**src/rtl/byte_timer16_pkg.sv**
```systemverilog
package byte_timer16_pkg;

  localparam int unsigned ADDR_W = 3;
  localparam int unsigned DATA_W = 8;
  localparam int unsigned CNT_W  = 2 * DATA_W;
  localparam int unsigned SEL_W  = 3;
  localparam int unsigned NUM_SRC = 1 << SEL_W;

  typedef enum logic [ADDR_W-1:0] {
    A_CTRL   = 3'd0,
    A_STAT   = 3'd1,
    A_RLD_LO = 3'd2,
    A_RLD_HI = 3'd3,
    A_CNT_LO = 3'd4,
    A_CNT_HI = 3'd5
  } reg_addr_e;

  localparam logic [SEL_W-1:0] SRC_EVENT = 3'd7;

  // log2 of the clock divide ratio for each source code
  function automatic int unsigned div_shift(input int unsigned code);
    case (code)
      0: return 0;
      1: return 1;
      2: return 2;
      3: return 3;
      4: return 4;
      5: return 6;
      6: return 9;
      default: return 0;
    endcase
  endfunction

  localparam int unsigned PRE_W = div_shift(6);

endpackage

```
**src/rtl/byte_timer16_tick.sv**
```systemverilog
module byte_timer16_tick
  import byte_timer16_pkg::*;
#(
  parameter int unsigned SYNC_STAGES = 2
) (
  input  logic             clk_i,
  input  logic             rst_ni,
  input  logic             restart_i,
  input  logic [SEL_W-1:0] sel_i,
  input  logic             event_i,
  output logic             tick_o
);

  localparam int unsigned SH_W = SYNC_STAGES + 1;

  logic [PRE_W-1:0]   pre_q;
  logic [SH_W-1:0]    evt_q;
  logic [NUM_SRC-1:0] src_tick;

  always_ff @(posedge clk_i or negedge rst_ni) begin
    if (!rst_ni)        pre_q <= '0;
    else if (restart_i) pre_q <= '0;
    else                pre_q <= pre_q + 1'b1;
  end

  always_ff @(posedge clk_i or negedge rst_ni) begin
    if (!rst_ni) evt_q <= '0;
    else         evt_q <= {evt_q[SH_W-2:0], event_i};
  end

  for (genvar g = 0; g < NUM_SRC - 1; g++) begin : g_div
    localparam int unsigned SH = div_shift(g);
    if (SH == 0) begin : g_full
      assign src_tick[g] = 1'b1;
    end else begin : g_part
      assign src_tick[g] = &pre_q[SH-1:0];
    end
  end

  // rising edge of the synchronized event
  assign src_tick[NUM_SRC-1] = evt_q[SH_W-2] & ~evt_q[SH_W-1];

  assign tick_o = src_tick[sel_i];

endmodule

```
**src/rtl/byte_timer16_count.sv**
```systemverilog
module byte_timer16_count #(
  parameter int unsigned W = 16
) (
  input  logic         clk_i,
  input  logic         rst_ni,
  input  logic         load_i,
  input  logic [W-1:0] load_val_i,
  input  logic [W-1:0] reload_i,
  input  logic         tick_i,
  input  logic         wide_i,
  output logic [W-1:0] count_o,
  output logic         ovf_o
);

  localparam int unsigned HALF = W / 2;

  logic [W-1:0] cnt_q;
  logic         at_top;

  assign at_top  = wide_i ? (&cnt_q) : (&cnt_q[HALF-1:0]);
  assign ovf_o   = tick_i & ~load_i & at_top;
  assign count_o = cnt_q;

  always_ff @(posedge clk_i or negedge rst_ni) begin
    if (!rst_ni) begin
      cnt_q <= '0;
    end else if (load_i) begin
      cnt_q <= load_val_i;
    end else if (tick_i) begin
      if (wide_i) begin
        cnt_q <= at_top ? reload_i : cnt_q + 1'b1;
      end else begin
        cnt_q[HALF-1:0] <= at_top ? reload_i[HALF-1:0] : cnt_q[HALF-1:0] + 1'b1;
      end
    end
  end

endmodule

```
**src/rtl/byte_timer16.sv**
```systemverilog
module byte_timer16
  import byte_timer16_pkg::*;
(
  input  logic              clk_i,
  input  logic              rst_ni,
  input  logic [ADDR_W-1:0] addr_i,
  input  logic              wr_en_i,
  input  logic              rd_en_i,
  input  logic [DATA_W-1:0] wdata_i,
  output logic [DATA_W-1:0] rdata_o,
  input  logic              event_i,
  output logic              irq_o
);

  logic              run_q, wide_q, ie_q, flag_q;
  logic [SEL_W-1:0]  src_q;
  logic [DATA_W-1:0] hi_buf_q, rd_shadow_q;
  logic [CNT_W-1:0]  reload_q, count_q;
  logic              wr_ctrl, wr_stat, wr_lo, wr_hi, rd_cnt_lo;
  logic              src_tick, ovf;

  assign wr_ctrl   = wr_en_i && (addr_i == A_CTRL);
  assign wr_stat   = wr_en_i && (addr_i == A_STAT);
  assign wr_lo     = wr_en_i && (addr_i == A_RLD_LO);
  assign wr_hi     = wr_en_i && (addr_i == A_RLD_HI);
  assign rd_cnt_lo = rd_en_i && (addr_i == A_CNT_LO);

  always_ff @(posedge clk_i or negedge rst_ni) begin
    if (!rst_ni) begin
      run_q  <= 1'b0;
      wide_q <= 1'b0;
      src_q  <= '0;
      ie_q   <= 1'b0;
    end else if (wr_ctrl) begin
      run_q  <= wdata_i[0];
      wide_q <= wdata_i[1];
      src_q  <= wdata_i[4:2];
      ie_q   <= wdata_i[7];
    end
  end

  always_ff @(posedge clk_i or negedge rst_ni) begin
    if (!rst_ni)    hi_buf_q <= '0;
    else if (wr_hi) hi_buf_q <= wdata_i;
  end

  always_ff @(posedge clk_i or negedge rst_ni) begin
    if (!rst_ni)    reload_q <= '0;
    else if (wr_lo) reload_q <= {hi_buf_q, wdata_i};
  end

  always_ff @(posedge clk_i or negedge rst_ni) begin
    if (!rst_ni)        rd_shadow_q <= '0;
    else if (rd_cnt_lo) rd_shadow_q <= count_q[CNT_W-1:DATA_W];
  end

  // a new overflow wins over a clear in the same cycle
  always_ff @(posedge clk_i or negedge rst_ni) begin
    if (!rst_ni)                     flag_q <= 1'b0;
    else if (ovf)                    flag_q <= 1'b1;
    else if (wr_stat && wdata_i[0])  flag_q <= 1'b0;
  end

  byte_timer16_tick u_tick (
    .clk_i     (clk_i),
    .rst_ni    (rst_ni),
    .restart_i (wr_ctrl),
    .sel_i     (src_q),
    .event_i   (event_i),
    .tick_o    (src_tick)
  );

  byte_timer16_count #(.W(CNT_W)) u_count (
    .clk_i      (clk_i),
    .rst_ni     (rst_ni),
    .load_i     (wr_lo),
    .load_val_i ({hi_buf_q, wdata_i}),
    .reload_i   (reload_q),
    .tick_i     (src_tick & run_q),
    .wide_i     (wide_q),
    .count_o    (count_q),
    .ovf_o      (ovf)
  );

  always_comb begin
    rdata_o = '0;
    if (rd_en_i) begin
      case (addr_i)
        A_CTRL:   rdata_o = {ie_q, 2'b00, src_q, wide_q, run_q};
        A_STAT:   rdata_o = {{(DATA_W-1){1'b0}}, flag_q};
        A_RLD_LO: rdata_o = reload_q[DATA_W-1:0];
        A_RLD_HI: rdata_o = reload_q[CNT_W-1:DATA_W];
        A_CNT_LO: rdata_o = count_q[DATA_W-1:0];
        A_CNT_HI: rdata_o = rd_shadow_q;
        default:  rdata_o = '0;
      endcase
    end
  end

  assign irq_o = flag_q & ie_q;

endmodule

```
**config.mk**
```make
export PLATFORM = sky130hd
export DESIGN_NAME = byte_timer16
export DESIGN_NICKNAME = d
export VERILOG_FILES = /design/src/rtl/byte_timer16_pkg.sv /design/src/rtl/byte_timer16_tick.sv /design/src/rtl/byte_timer16_count.sv /design/src/rtl/byte_timer16.sv
export SDC_FILE = /design/constraint.sdc
export NUM_CORES = 1
export LEC_CHECK = 0
export BUFFER_PORTS_ARGS = -buffer_cell sky130_fd_sc_hd__buf_2
export CAP_MARGIN = 30
export CORE_ASPECT_RATIO = 1.2
export CORE_MARGIN = 1.5
export CORE_UTILIZATION = 55
export CTS_CLUSTER_DIAMETER = 150
export DETAILED_ROUTE_END_ITERATION = 10
export PLACE_DENSITY_LB_ADDON = 0.05
export SYNTH_ARGS = -nofsm -noshare
export SYNTH_HDL_FRONTEND = slang
export SYNTH_SLANG_ARGS = --single-unit
export TNS_END_PERCENT = 10
```
**constraint.sdc**
```tcl
create_clock -name clk_i -period 2.7 [get_ports clk_i]
set_input_delay 0.675 -clock clk_i [delete_from_list [all_inputs] [get_ports clk_i]]
set_output_delay 0.675 -clock clk_i [all_outputs]
set_load 0.02 [all_outputs]
```
### Word level (Yosys, flattened, before mapping)

Cells that the tools add are included.

| operators by class | value |
|---|---|
| $add $sub $neg | 3 |
| magnitude comparators | 1 |
| equal/unequal tests | 5 |
| mux-type cells | 14 |
| bitwise logic cells | 7 |
| reduce and logical (&&, ||, !) cells | 18 |

Operators with widths:

| kind | count |
|---|---|
| 16-bit 2-to-1 mux | 3 |
| 8-bit case mux with 6 select lines | 1 |
| 8-bit 2-to-1 mux | 4 |
| 16-bit by 1-bit adder with 16-bit output, second input constant | 1 |
| 16-bit AND reduction | 1 |
| 9-bit by 1-bit adder with 9-bit output, second input constant | 1 |
| 9-bit 2-to-1 mux | 1 |
| 9-bit AND reduction | 1 |
| 8-bit by 1-bit adder with 8-bit output, second input constant | 1 |
| 8-bit AND reduction | 1 |
| 3-bit by 2-bit equality test with 1-bit output, second input constant | 2 |
| 3-bit equality test, second input constant | 2 |
| 1-bit logical AND | 6 |
| 6-bit AND reduction | 1 |
| 2-bit nonzero test | 3 |
| 1-bit bitwise AND | 5 |
| 3-bit by 4-bit less-than comparator with 1-bit output, second input constant | 1 |
| 1-bit 2-to-1 mux | 4 |
| 2-bit AND reduction | 2 |
| 4-bit AND reduction | 1 |
| 1-bit binary-select mux with 3-bit select | 1 |
| 3-bit by 1-bit equality test with 1-bit output, second input constant | 1 |
| 3-bit logical NOT | 1 |
| 3-bit AND reduction | 1 |
| 1-bit inverter | 2 |

| word-level totals | value |
|---|---|
| bits in registers | 67 |
| output and inout bits | 9 |
| word-level logic and storage cells | 60 |

### Logic depth before layout (Yosys ltp)

Gate-level depths: netlist of run 1.

| logic depth | value |
|---|---|
| depth after elaboration | 8 |
| gate-level depth with buffers | 11 |
| depth with buffers taken out | 10 |

### Cells and area by module

From an unflattened synthesis of run 1, not the netlist that was laid out.

| second synthesis, totals | value |
|---|---|
| cell total of the unflattened synthesis | 346 |
| area, all modules | 3764.9 sq um |

Modules (own cells, without submodules):

| module | instances | cells each | area each (sq um) | sequential area each (sq um) |
|---|---|---|---|---|
| byte_timer16 | 1 | 135 | 1920.6 | 975.9 |
| byte_timer16_count | 1 | 158 | 1271.2 | 400.4 |
| byte_timer16_tick | 1 | 53 | 573.0 | 300.3 |

### Worst setup path before layout of run 1

No wires, ideal clock.

| timing path | value |
|---|---|
| path type | input -> output |
| from | input port addr_i[0] |
| to | output port rdata_o[1] |
| arrival | 1835 ps |
| setup slack | 190 ps |
| stages | 6 |
| cells stage by stage | clkbuf_8 -> clkbuf_1 -> mux2i_1 -> nor2_1 -> a21oi_1 -> a21oi_1 |

| between the ends | value |
|---|---|
| cells in the longest elaborated chain, start to end | 3 |
| elaborated cells on any way between the ends | 8 |
| those cells by class | eq/ne: 5; mux: 2; reduce/logical: 1 |

RTL lines:

| what | line | RTL |
|---|---|---|
| start: declaration | byte_timer16.sv:6 | `input logic [ADDR_W-1:0] addr_i,` |
| 3-bit equality test (tied with other cells) | byte_timer16.sv:88 | `case (addr_i)` |
| 8-bit case mux with 6 select lines * | byte_timer16.sv:88 |  |
| 8-bit 2-to-1 mux * | byte_timer16.sv:87 | `if (rd_en_i) begin` |
| end: declaration | byte_timer16.sv:10 | `output logic [DATA_W-1:0] rdata_o,` |

Every way passes the cells marked *; elsewhere a longest branch is shown, timed or not.

### Worst setup path after layout of run 1

| timing path | value |
|---|---|
| from | input port addr_i[1] |
| to | output port rdata_o[4] |

Same word-level chain as after synthesis.

==> results.md, run 1 <==
* Outcome: completed
* Crit end category: output port
* DR vias at 3,167
* Mapped cell area at 0.00368 mm^2
* MaxCap Viol Count at 0
* Startpoint Class: input pin
* Synth area leaders: dfrtp_1 46%, mux2_2 7.3%, nand2_1 6.5%
* Die Ht at between 90 and 100 um
* Die area at between 0.007 and 0.008 mm^2
* Post-DRT Antenna Nets at 0
* Drt drc at 0
* Hold Crit Class: input pin to asynchronous set/reset pin
* Chip width at between 70 and 80 um
* Final min period at 2580 ps
* Cells after Synth at 374
* Starting DRT DRC Count at 337
* Vias in the first global route at 3,090
* FF-to-FF setup slack at 300 ps
* CTS tree: built
* Maximum VDD drop at 0.000411 V
* CTS Buf Count at 9
* Crit Path Class: input pin to output port
* Leak at about 1.8 nW
* Async set or reset register ratio after synthesis at 100%
* Max-slew violation count at 0
* Setup Viol. Count Final at 0
* Initial antenna violation count at 0
* Crit path required time at between 2000 and 2500 ps
* WL final at between 10 and 15 mm
* RSZ-0062 raised after global routing: no
* Max Clock Freq at 0.387 GHz
* Clock latency on the worst-skew pair at approximately 340 ps
* Number of distinct library cells after synthesis at 64
* #FFs+latches synth at 67
* Reg-to-Reg Start: u_count.count_o[7]
* Buffers on Ports at 24
* Final core occ at 63.9%
* Fraction of layout cells with a size suffix above 1 at between 20% and 30%
* Global-route wire length before repair at 16.6 mm
* Largest net degree at the start of global routing at 34
* GPL Wtd Cong at approximately 0.93
* H-tree levels at 3
* Most used DFF post-synth: dfrtp_1
* Sequential share of the synthesized area at 45.5%
* RR Endpoint: u_count.count_o[15]
* Clock skew at 6.27 ps
* Final Hold Vio Count at 0
* Fin nets at 427
* Site Rows at 32
* Slew HR at 56.9%
* Clock sink count at 67
* Synth top area share at a little under half
* # IOs at 25
* Total global-route track usage at 31.3%
* Fillers at 556
* Power Density at 781 mW/mm^2
* Setup_tns at 0 ps
* Mapped Avg Cell Area at 9.85 um^2
* CP Max Fanout at 8
* GRT overflow at 0
* Worst-path clk slew at 70 ps
* Core outline area at ~0.0064 mm^2
* Average vias per placed instance at 6.37
* EDFF count, synth at 0
* Syn Nets at 394
* Crit path DAT at 1910 ps
* Number of diodes at 0
* DR WL/cell at a little over 20 um
* Synth top cells by count: 67 x dfrtp_1, 64 x nand2_1, 30 x nor2_1
* Leading cell type by number of instances after synthesis: dfrtp_1
* Final worst path period share at a little over nine tenths
* Syn-to-layout area delta at 11.9%
* Drt pass-1 iters at 5
* Synth warn at 0
* Initial Util at a little under three fifths
* Final HPWL DP at 7.20 mm
* Max Buffers Root-to-Sink at 2
* Synth area leader: dfrtp_1
* Worst-Margin Slew at 646 ps
* R2R depth at 5
* Clock root cell: clkbuf_8
timing repair:
item,in CTS,in global routing
hold buffers,0,0
endpoints found under the setup margin,0,12
gates resized for setup,0,7
setup buffers,0,0
power by group:
group / total [mW] / internal [mW] / switching (mW)
logic: 0.925 / 0.428 / 0.498
registers: 1.59 / 1.27 / 0.322
clock network: 0.702 / 0.325 / 0.377
cells in the final DEF, fill, tap and decap left out, drive strengths merged, types with 6 or more instances in the layout:
cell and count:
a21oi 20, nand3 13, dfrtp 67, o21ai 6, mux2 24, buf 43, and2 9, nand2 65
a22oi 7, mux2i 11, o31ai 7, nor2 30, nor3 6, clkbuf 10
registers in the layout, summed over array words and instances (netlist names), 3 cells and up:
name / flops
rd_shadow_q: 8
u_tick.evt_q: 3
src_q: 3
u_tick.pre_q: 9
hi_buf_q: 8
reload_q: 16
u_count.count_o: 16
cells by family after synthesis:
group                    share of synthesized area (%)
flip-flops                                        45.5
buffers and inverters                             4.45
XOR/XNOR                                          1.66
adder cells (fa/ha/maj)                           1.36
multiplexers                                      10.3
AND/OR/NAND/NOR                                   19.7
AO/OA/AOI/OAI                                     17.0
per-layer routing:
layer | vias to the layer above | GRT usage (%) | share of wire, %
li1 | 1428 | - | -
met1 | 1563 | 43.5 | 44
met2 | 146 | 47.2 | 46
met3 | 30 | 5.81 | 7.0
met4 | 0 | 14.5 | 3.6
met5 | - | 0 | 0
worst max-delay path: stages:
cell and delay (ps):
buf_2 150, or2b_4 310, nor2_1 110, buf_4 180, a22oi_1 100, a21oi_2 180, buf_2 190
layout make-up:
cell class,count,area (um^2),area share [%]
multi-input combinational,281,1860,45.2
sequential,67,1680,40.7
timing repair buffer,43,295,7.16
clock buffer,10,128,3.10
tap,85,106,2.58
clock inverter,6,32.5,0.789
inverter,5,18.8,0.455
through the flow:
stage	setup WS [ps]	cells	power, mW	hold slack, ps	cell area (um^2)
2_1_floorplan	190	374	2.13	331	3680
3_3_place_gp	70.0	481	2.47	334	3940
3_5_place_dp	23.0	481	2.49	358	3940
4_1_cts	18.4	497	3.20	277	4100
5_1_grt	38.2	497	3.41	298	4120
6_report	117	497	3.22	266	4120
how the worst max path moves through the flow:
stage | cells past startpoint | endpoint | startpoint | slack, ps
final | 7 | rdata_o[4] | addr_i[1] | 120
after CTS | 7 | rdata_o[4] | addr_i[1] | 20
after floorplan | 6 | rdata_o[1] | addr_i[0] | 190
after detailed placement | 7 | rdata_o[4] | addr_i[1] | 20
after global routing | 7 | rdata_o[4] | addr_i[1] | 40
after global placement | 7 | rdata_o[4] | addr_i[1] | 70
(Power assumes the default switching activity.)
==> run 2: changes to the inputs <==
--- a/config.mk
+++ b/config.mk
@@ -10,6 +10,7 @@
 export CORE_ASPECT_RATIO = 1.2
 export CORE_MARGIN = 1.5
 export CORE_UTILIZATION = 55
+export CTS_BUF_LIST = sky130_fd_sc_hd__clkbuf_4
 export CTS_CLUSTER_DIAMETER = 150
 export DETAILED_ROUTE_END_ITERATION = 10
 export PLACE_DENSITY_LB_ADDON = 0.05
==> results.md, run 2 (same netlist as run 1, synthesis figures left out) <==
* Final HPWL DP at 7.20 mm
* Drt drc at 0
* Startpoint Class: input pin
* Max Clock Freq at 0.385 GHz
* Power Density at 753 mW/mm^2
* Syn-to-layout area delta at 10.4%
* Total power at 3.06 mW
* CTS tree: built
* Hold Crit Class: input pin to asynchronous set/reset pin
* Core outline area at 0.00645 mm^2
* Crit path DAT at 1920 ps
* # IOs at 25
* Clock skew at 12.5 ps
* Maximum VDD drop at 0.000432 V
* Post-CTS sizing at 0
* MaxCap Viol Count at 0
* Buffers on Ports at 24
* Max-slew violation count at 0
* Die Ht at 92.7 um
* Fin nets at 427
* Final Hold Vio Count at 0
* Chip width at 77.7 um
* Initial antenna violation count at 0
* DR WL/cell at 20.3 um
* # hold bufs at CTS at 0
* GRT busiest layer: met2
* H-tree levels at 3
* DR vias at 3,161
* Final worst path period share at a little over nine tenths
* Outcome: completed
* GRT overflow at 0
* Final min period at 2590 ps
* Average vias per placed instance at 6.36
* Setup Viol. Count Final at 0
* Crit Path Class: input pin to output port
* GPL Wtd Cong at a little over 0.9
* Met2 usage at between 40% and 50%
* Worst-path clk slew at 110 ps
* Met3 usage at under 10%
* Global-route wire length before repair at 16.5 mm
* Worst hold slack at ~170 ps
* Fillers at 570
* Slew HR at 57.8%
* Fraction of layout cells with a size suffix above 1 at a little under a quarter
* Total global-route track usage at between 30% and 40%
* CP Max Fanout at 9
* Most common cell after layout, fill and taps aside: dfrtp_1
* Worst-Margin Slew at 632 ps
* Clock root cell: clkbuf_4
* Clock latency on the worst-skew pair at about 420 ps
* Max Buffers Root-to-Sink at 2
* Setup bufs post-CTS at 0
* CTS Buf Count at 9
* Number of diodes at 0
* Initial Util at 57.2%
* Crit end category: output port
* Clock sink count at 67
* Site Rows at 32
* Setup_tns at 0 ps
* Drt pass-1 iters at 5
* Vias in the first global route at between 3,000 and 4,000
* Commonest non-fill, non-tap cells in the layout: 67 x dfrtp_1, 64 x nand2_1, 30 x nor2_1, 24 x mux2_2, 21 x buf_2
* Post-DRT Antenna Nets at 0
* Largest net degree at the start of global routing at 34
* Crit path required time at 2030 ps
* Leak at 1.82 nW
* Routing usage on met1 at a little over two fifths
* WL final at 10.1 mm
* Die area at about 0.0072 mm^2
* RSZ-0062 raised after global routing: no
* Starting DRT DRC Count at 316
-- run 2: cell counts in the layout (fill, tap and decap cells not counted) --
No cell type changed its count.
-- run 2: per-stage QoR --
stage,worst slack [ps],cells,utilization [%],area [um^2]
global route,38.3,497,63.1,4070
floorplan,190,374,-,3680
finish,106,497,63.1,4070
detailed placement,23.0,481,61.1,3940
CTS,18.4,497,62.8,4050
global placement,70.0,481,61.1,3940
-- run 2: power by group --
part | switching (mW) | internal (mW) | total, mW
sequential | 0.320 | 1.27 | 1.59
combinational | 0.497 | 0.428 | 0.924
clock | 0.362 | 0.191 | 0.553
-- run 2: final cells by class --
class / instances / area (um^2) / share of cell area (%)
clock buffer: 10 / 75.1 / 1.85
clock inverter: 6 / 32.5 / 0.800
inverter: 5 / 18.8 / 0.461
multi-input combinational: 281 / 1860 / 45.8
sequential: 67 / 1680 / 41.2
tap: 85 / 106 / 2.61
timing repair buffer: 43 / 295 / 7.26
-- run 2: path summary, 6_finish.rpt --
kind	from	end	slack [ps]	cells past startpoint
worst min register to register	u_tick.evt_q[0]	u_tick.evt_q[1]	370	0
worst max register to register	u_count.count_o[7]	u_count.count_o[15]	290	5
max in group asynchronous	rst_ni	u_count.count_o[13]	1820	2
worst min-delay path	rst_ni	u_tick.pre_q[3]	170	1
min in group clk_i	event_i	u_tick.evt_q[0]	350	1
worst max-delay path	addr_i[0]	rdata_o[5]	110	6
-- run 2: per-layer routing --
layer,routed length [um],share of wire (%)
met1,4470,44
met2,4640,46
met3,705,7.0
met4,284,2.8
met5,0,0
-- run 2: worst max-delay path: stages --
cell,delay [ps]
buf_2,210
buf_4,210
mux2i_1,340
o22ai_1,150
and2_1,170
buf_2,150
